### config.mk
export PLATFORM = sky130hd
export DESIGN_NAME = intc_bank
export DESIGN_NICKNAME = d
export VERILOG_FILES = /design/src/rtl/intc_pkg.sv /design/src/rtl/intc_sc_reg.sv /design/src/rtl/intc_edge_latch.sv /design/src/rtl/intc_trig_decode.sv /design/src/rtl/intc_bank.sv
export SDC_FILE = /design/constraint.sdc
export NUM_CORES = 1
export LEC_CHECK = 0
export BUFFER_PORTS_ARGS = -buffer_cell sky130_fd_sc_hd__buf_2
export CAP_MARGIN = 0
export CORE_ASPECT_RATIO = 1.1
export CORE_MARGIN = 5
export CORE_UTILIZATION = 30
export CTS_CLUSTER_SIZE = 12
export DETAILED_ROUTE_END_ITERATION = 6
export GPL_TIMING_DRIVEN = 0
export PLACE_DENSITY = 0.49
export SETUP_SLACK_MARGIN = 0.3
export SYNTH_ARGS = -nofsm -noshare
export SYNTH_HDL_FRONTEND = slang
export SYNTH_HIERARCHICAL = 1
export SYNTH_SLANG_ARGS = --single-unit
### constraint.sdc
create_clock -name clk -period 3.21 [get_ports clk]
set_input_delay 0.642 -clock clk [delete_from_list [all_inputs] [get_ports clk]]
set_output_delay 0.642 -clock clk [all_outputs]
set_load 0.01 [all_outputs]
### src/rtl/intc_pkg.sv
// Package: register map and trigger codes shared by the interrupt bank.
// Assumes a word address of ADDR_W bits. Control vector g sits at g*4 (read),
// g*4+1 (set) and g*4+2 (clear).
package intc_pkg;
    localparam int ADDR_W   = 6;
    localparam int NUM_CTL  = 7;
    localparam int CTL_MODE0 = 0;
    localparam int CTL_MODE1 = 1;
    localparam int CTL_MODE2 = 2;
    localparam int CTL_MASK  = 3;
    localparam int CTL_WAKE  = 4;
    localparam int CTL_ROUTE = 5;
    localparam int CTL_EN    = 6;
    localparam int OFS_RD  = 0;
    localparam int OFS_SET = 1;
    localparam int OFS_CLR = 2;
    localparam int A_RISE_RD  = 28;
    localparam int A_RISE_CLR = 30;
    localparam int A_FALL_RD  = 32;
    localparam int A_FALL_CLR = 34;
    localparam int A_STAT0    = 36;
    localparam int A_STAT1    = 40;
    localparam int A_TEST     = 44;

    typedef enum logic [2:0] {
        TRG_OFF  = 3'b000,
        TRG_RISE = 3'b001,
        TRG_FALL = 3'b010,
        TRG_BOTH = 3'b011,
        TRG_RSV4 = 3'b100,
        TRG_HIGH = 3'b101,
        TRG_LOW  = 3'b110,
        TRG_RSV7 = 3'b111
    } trig_e;
endpackage

### src/rtl/intc_sc_reg.sv
// Module: one control vector with set, clear and read addresses.
// A write to BASE+1 ORs in wdata and a write to BASE+2 removes the bits of
// wdata. Reads are decoded by the parent. Assumes one write per cycle.
module intc_sc_reg
    import intc_pkg::*;
#(
    parameter int W        = 32,
    parameter int BASE     = 0,
    parameter bit RST_ONES = 1'b0
) (
    input  logic              clk,
    input  logic              rst_n,
    input  logic              we,
    input  logic [ADDR_W-1:0] addr,
    input  logic [W-1:0]      wdata,
    output logic [W-1:0]      q
);
    localparam logic [ADDR_W-1:0] SET_A = ADDR_W'(BASE + OFS_SET);
    localparam logic [ADDR_W-1:0] CLR_A = ADDR_W'(BASE + OFS_CLR);
    localparam logic [W-1:0]      RST_V = RST_ONES ? '1 : '0;

    // Apply set or clear writes bit by bit.
    always_ff @(posedge clk) begin
        if (!rst_n)                    q <= RST_V;
        else if (we && addr == SET_A)  q <= q | wdata;
        else if (we && addr == CLR_A)  q <= q & ~wdata;
    end


    set_bits_chk: assert property (@(posedge clk) disable iff (!rst_n)
        (we && addr == SET_A) |=> ((q & $past(wdata)) == $past(wdata)));

    clr_bits_chk: assert property (@(posedge clk) disable iff (!rst_n)
        (we && addr == CLR_A) |=> ((q & $past(wdata)) == '0));

    keep_zero_bits_chk: assert property (@(posedge clk) disable iff (!rst_n)
        (we && (addr == SET_A || addr == CLR_A)) |=> (((q ^ $past(q)) & ~$past(wdata)) == '0));
endmodule

### src/rtl/intc_edge_latch.sv
// Module: sticky edge latch vector. Bits set on ev_i and drop only where a
// clear write carries a 1. When a set and a clear hit the same cycle, the set
// wins so that no edge is lost.
module intc_edge_latch #(
    parameter int W = 32
) (
    input  logic         clk,
    input  logic         rst_n,
    input  logic [W-1:0] ev_i,
    input  logic         clr_i,
    input  logic [W-1:0] clr_bits_i,
    output logic [W-1:0] q_o
);
    logic [W-1:0] clr_mask;

    // Select which bits a clear write removes this cycle.
    always_comb clr_mask = clr_i ? clr_bits_i : '0;

    // Hold captured edges until software clears them.
    always_ff @(posedge clk) begin
        if (!rst_n) q_o <= '0;
        else        q_o <= (q_o & ~clr_mask) | ev_i;
    end


    set_only_by_edge_chk: assert property (@(posedge clk) disable iff (!rst_n)
        1'b1 |=> ((q_o & ~$past(q_o) & ~$past(ev_i)) == '0));

    sticky_without_clear_chk: assert property (@(posedge clk) disable iff (!rst_n)
        !clr_i |=> (($past(q_o) & ~q_o) == '0));
endmodule

### src/rtl/intc_trig_decode.sv
// Module: per-source trigger decode. Yields the latch capture events and the
// pending vector from the mode triple, the input and its previous value.
// Assumes src_i is already synchronous. Reserved codes behave as off.
module intc_trig_decode
    import intc_pkg::*;
#(
    parameter int W = 32
) (
    input  logic [W-1:0] src_i,
    input  logic [W-1:0] src_q_i,
    input  logic [W-1:0] mode0_i,
    input  logic [W-1:0] mode1_i,
    input  logic [W-1:0] mode2_i,
    input  logic [W-1:0] en_i,
    input  logic [W-1:0] rise_q_i,
    input  logic [W-1:0] fall_q_i,
    output logic [W-1:0] rise_ev_o,
    output logic [W-1:0] fall_ev_o,
    output logic [W-1:0] pend_o
);
    for (genvar i = 0; i < W; i++) begin : g_lane
        trig_e mode;
        logic  rise_mode, fall_mode, raw;

        // Form the lane's mode code and its edge sensitivities.
        always_comb begin
            mode      = trig_e'({mode2_i[i], mode1_i[i], mode0_i[i]});
            rise_mode = (mode == TRG_RISE) || (mode == TRG_BOTH);
            fall_mode = (mode == TRG_FALL) || (mode == TRG_BOTH);
        end

        // Qualify edges of the lane input with mode and enable.
        always_comb begin
            rise_ev_o[i] = en_i[i] & rise_mode &  src_i[i] & ~src_q_i[i];
            fall_ev_o[i] = en_i[i] & fall_mode & ~src_i[i] &  src_q_i[i];
        end

        // Pick the pending source for the lane's mode.
        always_comb begin
            case (mode)
                TRG_RISE: raw = rise_q_i[i];
                TRG_FALL: raw = fall_q_i[i];
                TRG_BOTH: raw = rise_q_i[i] | fall_q_i[i];
                TRG_HIGH: raw = src_i[i];
                TRG_LOW:  raw = ~src_i[i];
                default:  raw = 1'b0;
            endcase
            pend_o[i] = raw & en_i[i];
        end
    end
endmodule

### src/rtl/intc_bank.sv
// Module: top of the interrupt bank. It holds seven set/clear control vectors,
// the two edge latches and the test word. It decodes pending sources, routes
// them to two registered request outputs and a registered wake output, and
// serves combinational read data. Assumes synchronous inputs and one register
// access per cycle.
module intc_bank
    import intc_pkg::*;
#(
    parameter int N = 32
) (
    input  logic              clk,
    input  logic              rst_n,
    input  logic [ADDR_W-1:0] addr,
    input  logic [N-1:0]      wdata,
    input  logic              we,
    output logic [N-1:0]      rdata,
    input  logic [N-1:0]      src_i,
    output logic              req0_o,
    output logic              req1_o,
    output logic              wake_o
);
    logic [N-1:0] ctl [NUM_CTL];
    logic [N-1:0] src_q, rise_q, fall_q, rise_ev, fall_ev, pend;
    logic [N-1:0] stat0, stat1, wake_v, test_q;
    logic         quiet;

    for (genvar g = 0; g < NUM_CTL; g++) begin : g_ctl
        intc_sc_reg #(
            .W(N), .BASE(g * 4), .RST_ONES(g >= CTL_ROUTE)
        ) u_reg (
            .clk(clk), .rst_n(rst_n), .we(we), .addr(addr),
            .wdata(wdata), .q(ctl[g])
        );
    end

    // Keep last cycle's inputs for edge detection.
    always_ff @(posedge clk) begin
        if (!rst_n) src_q <= '0;
        else        src_q <= src_i;
    end

    intc_trig_decode #(.W(N)) u_dec (
        .src_i(src_i), .src_q_i(src_q),
        .mode0_i(ctl[CTL_MODE0]), .mode1_i(ctl[CTL_MODE1]), .mode2_i(ctl[CTL_MODE2]),
        .en_i(ctl[CTL_EN]), .rise_q_i(rise_q), .fall_q_i(fall_q),
        .rise_ev_o(rise_ev), .fall_ev_o(fall_ev), .pend_o(pend)
    );

    intc_edge_latch #(.W(N)) u_rise (
        .clk(clk), .rst_n(rst_n), .ev_i(rise_ev),
        .clr_i(we && addr == ADDR_W'(A_RISE_CLR)), .clr_bits_i(wdata), .q_o(rise_q)
    );

    intc_edge_latch #(.W(N)) u_fall (
        .clk(clk), .rst_n(rst_n), .ev_i(fall_ev),
        .clr_i(we && addr == ADDR_W'(A_FALL_CLR)), .clr_bits_i(wdata), .q_o(fall_q)
    );

    // Store the test word written at its own address.
    always_ff @(posedge clk) begin
        if (!rst_n)                                  test_q <= '0;
        else if (we && addr == ADDR_W'(A_TEST))      test_q <= wdata;
    end

    // Split unmasked pending sources by route and gather wake sources.
    always_comb begin
        stat0  = pend & ctl[CTL_MASK] &  ctl[CTL_ROUTE];
        stat1  = pend & ctl[CTL_MASK] & ~ctl[CTL_ROUTE];
        wake_v = pend & ctl[CTL_WAKE];
        quiet  = (test_q != '0);
    end

    // Register the request and wake outputs.
    always_ff @(posedge clk) begin
        if (!rst_n) begin
            req0_o <= 1'b0;
            req1_o <= 1'b0;
            wake_o <= 1'b0;
        end else begin
            req0_o <= !quiet && (|stat0);
            req1_o <= !quiet && (|stat1);
            wake_o <= !quiet && (|wake_v);
        end
    end

    // Serve read data for the current address.
    always_comb begin
        rdata = '0;
        for (int g = 0; g < NUM_CTL; g++)
            if (addr == ADDR_W'(g * 4 + OFS_RD)) rdata = ctl[g];
        case (addr)
            ADDR_W'(A_RISE_RD): rdata = rise_q;
            ADDR_W'(A_FALL_RD): rdata = fall_q;
            ADDR_W'(A_STAT0):   rdata = stat0;
            ADDR_W'(A_STAT1):   rdata = stat1;
            ADDR_W'(A_TEST):    rdata = test_q;
            default: ;
        endcase
    end


    route_exclusive_chk: assert property (@(posedge clk) disable iff (!rst_n)
        (stat0 & stat1) == '0);

    reserved_never_pending_chk: assert property (@(posedge clk) disable iff (!rst_n)
        (pend & ((~ctl[CTL_MODE2] & ~ctl[CTL_MODE1] & ~ctl[CTL_MODE0]) |
                 ( ctl[CTL_MODE2] & ~ctl[CTL_MODE1] & ~ctl[CTL_MODE0]) |
                 ( ctl[CTL_MODE2] &  ctl[CTL_MODE1] &  ctl[CTL_MODE0]))) == '0);

    mask_silences_req_chk: assert property (@(posedge clk) disable iff (!rst_n)
        (ctl[CTL_MASK] == '0) |=> (!req0_o && !req1_o));

    wake_needs_enable_chk: assert property (@(posedge clk) disable iff (!rst_n)
        (ctl[CTL_WAKE] == '0) |=> !wake_o);

    test_quiets_outputs_chk: assert property (@(posedge clk) disable iff (!rst_n)
        (test_q != '0) |=> (!req0_o && !req1_o && !wake_o));

    disabled_not_pending_chk: assert property (@(posedge clk) disable iff (!rst_n)
        (pend & ~ctl[CTL_EN]) == '0);
endmodule

==> impl_metrics.py <==
metrics = {
    "status": {
        "status": "complete, but fails checks",
        "violations": "design-rule violations, negative setup slack",
    },
    "detailed_routing": {
        "drtIter0Drc": 4403,
        "routedWlPerCell_um": 35.5,
        "wirelength_um": 143000,
        "remaining_drc_errors": 1,
        "postRouteAntennaNets": 0,
        "drt-pass1-iter-count": 7,
        "vias": 27600,
        "post_drt_via_cell_ratio": 6.86,
    },
    "setup_path": {
        "cp-end-kind": "output pin",
        "crit_path_frequent_cell": "buf_12",
        "cpPeakStageDelay_ns": 0.50,
        "critPathSlowestCell": "or4b_4",
        "start_kind": "input port",
        "critPathArrivalTime_ns": 2.63,
        "crit_buf_inv": 5,
        "critPathKind": "in2out",
        "path_delay_family": "buffers and inverters",
        "path_max_fanout": 22,
        "worstPathRequired_ns": 2.57,
        "crit_chain": "buf_12 > or4b_4 > buf_8 > nor3_4 > buf_12 > buf_12 > a21oi_4 > a22oi_2 > buf_2",
    },
    "logic_synthesis": {
        "async_reset_ff_frac": 0,
        "synthesis.nets": 2870,
        "syn_area_um2": 22700,
        "ys_top_cells_by_area": "dfxtp_1, o211ai_1, nand2_1",
        "synth_top_cell_area_share": 0.312,
        "yosysWarningCount": 6,
        "synth_edf_count": 0,
        "synth_top_cell_by_area": "dfxtp_1",
        "synth.distinct_cells": 57,
        "synth-main-ff-cell": "dfxtp_1",
        "ys_seq_elements": 355,
        "seq_area_frac_synth": 0.312,
        "synth_area_per_cell_um2": 8.13,
        "syn_inst": 2797,
    },
    "global_routing": {
        "grt_pass1_wl_um": 195000,
        "gr-total-overflow": 0,
        "grt_max_degree": 39,
        "track_usage": 0.329,
        "antenna_found_initial": 11,
        "grt_pass1_vias": 25800,
    },
    "layout": {
        "drive_above_1_share": 0.202,
        "final_common_cell": "nand2_1",
        "utilization": 0.377,
        "layout_common_cells": "nand2_1, dfxtp_1, o211ai_1",
        "area_growth_pct": 25.2,
        "finalNetCount": 3081,
        "fin_cells": 4031,
    },
    "clocking": {
        "cts_tree": "yes",
        "clk_path_buf_depth": 3,
        "cts_buffers": 44,
        "insertion_delay_ns": 0.61,
        "path_clk_slew_ns": 0.06,
        "cts.sinks": 355,
        "cts_root_buffer": "clkbuf_16",
        "cts_max_level": 2,
    },
    "place": {
        "dp.cells": 3877,
        "io_buffers": 107,
        "hpwl_um": 102000,
        "place_congestion": 1.04,
    },
    "floorplanning": {
        "die_h_um": 299,
        "initial_core_util": 0.301,
        "core-area_um2": 75600,
        "die_area_um2": 81400,
        "die_w_um": 273,
        "io_pins": 108,
        "row_count": 106,
    },
    "sta": {
        "final_hold_viol_count": 0,
        "fin_ws_ns": -0.0649,
        "fin_skew_ns": 0.0179,
        "finalSetupViolCount": 7,
        "final.setup.tns_ns": -0.158,
        "max_freq_ghz": 0.305,
        "fin_crit_sh": 1.02,
        "worst_pin_slew_ns": 1.35,
        "drv_slew": 0,
        "period_needed_ns": 3.27,
        "maxSlewHeadroom": 0.0988,
        "rsz0062_at_grt": "yes",
    },
    "power": {
        "power_uw": 11700,
        "power_density_nw_per_um2": 412,
        "p_leak_uw": 0.00986,
        "vdd_drop_max_v": 0.000324,
    },
    "job": {
        "drv_cap": 0,
    },
    "worst_hold_path": {
        "hold_path_class": "in2reg",
    },
}
-- synthesized netlist by cell type (all sizes together) (35+ instances only) --
library cell and n:
or4 162, inv 112, o31ai 67, a31oi 64
a22oi 50, o211ai 225, o21ai 77, nand3 188
buf 74, a21oi 39, nand2 400, clkbuf 208
nor3 109, dfxtp 355, nand3b 92, and2 35
o311ai 159, nand2b 38
-- metrics by stage --
step,hold slack [ns],setup slack (ns),area [µm²]
global placement,0.462,-1.65,24500
CTS,0.298,-0.0608,27800
floorplan,0.448,0.418,22700
detailed placement,0.471,-1.33,24500
global route,0.323,-0.0615,28400
finish,0.314,-0.0649,28500
-- power breakdown --
group          switching [µW]  internal [µW]  leakage [µW]
clock                    2270           3160      0.000760
combinational            1230            418       0.00619
sequential                155           4490       0.00291
-- layout make-up --
class	count	area [µm²]
antenna	17	42.5
fill	7732	47100
clock inverter	18	205
sequential	355	7210
tap	972	1220
clock buffer	62	1310
buffer	282	1840
timing repair buffer	165	1280
multi-input combinational	2048	15000
inverter	112	420
-- final timing paths --
kind              from   endpoint  slack [ns]  depth (start not counted)
min          src_i[12]  src_q[12]        0.31                          2
max            addr[1]   rdata[6]       -0.06                          9
max reg2reg       flop     req0_o        0.38                          6
min reg2reg  test_q[4]  test_q[4]        0.48                          2
-- per-layer routing --
layer	global-route usage	vias to the layer above	share of wire
li1	-	11500	-
met1	0.405	13600	0.38
met2	0.495	2076	0.43
met3	0.0984	483	0.11
met4	0.223	2	0.081
met5	0	-	0.000049
-- what timing repair did --
action | CTS | global route
pin swaps | 66 | 55
hold buffers | 0 | 0
resized for setup | 363 | 105
gates cloned | 2 | 3
buffers inserted | 33 | 19
endpoints found under the setup margin | 59 | 49
-- cell families (layout without fill, tap and decap cells) --
group           Yosys count  after routing  synth area share
simple gates           1173           1173             0.289
compound gates          833            833             0.285
buf+inv                 394            639            0.0773
flops                   355            355             0.312
mux                      40             40            0.0354
xor+xnor                  2              2          0.000770
other cells               0             17                 0
No activity file was read; power rests on OpenSTA's default activity.
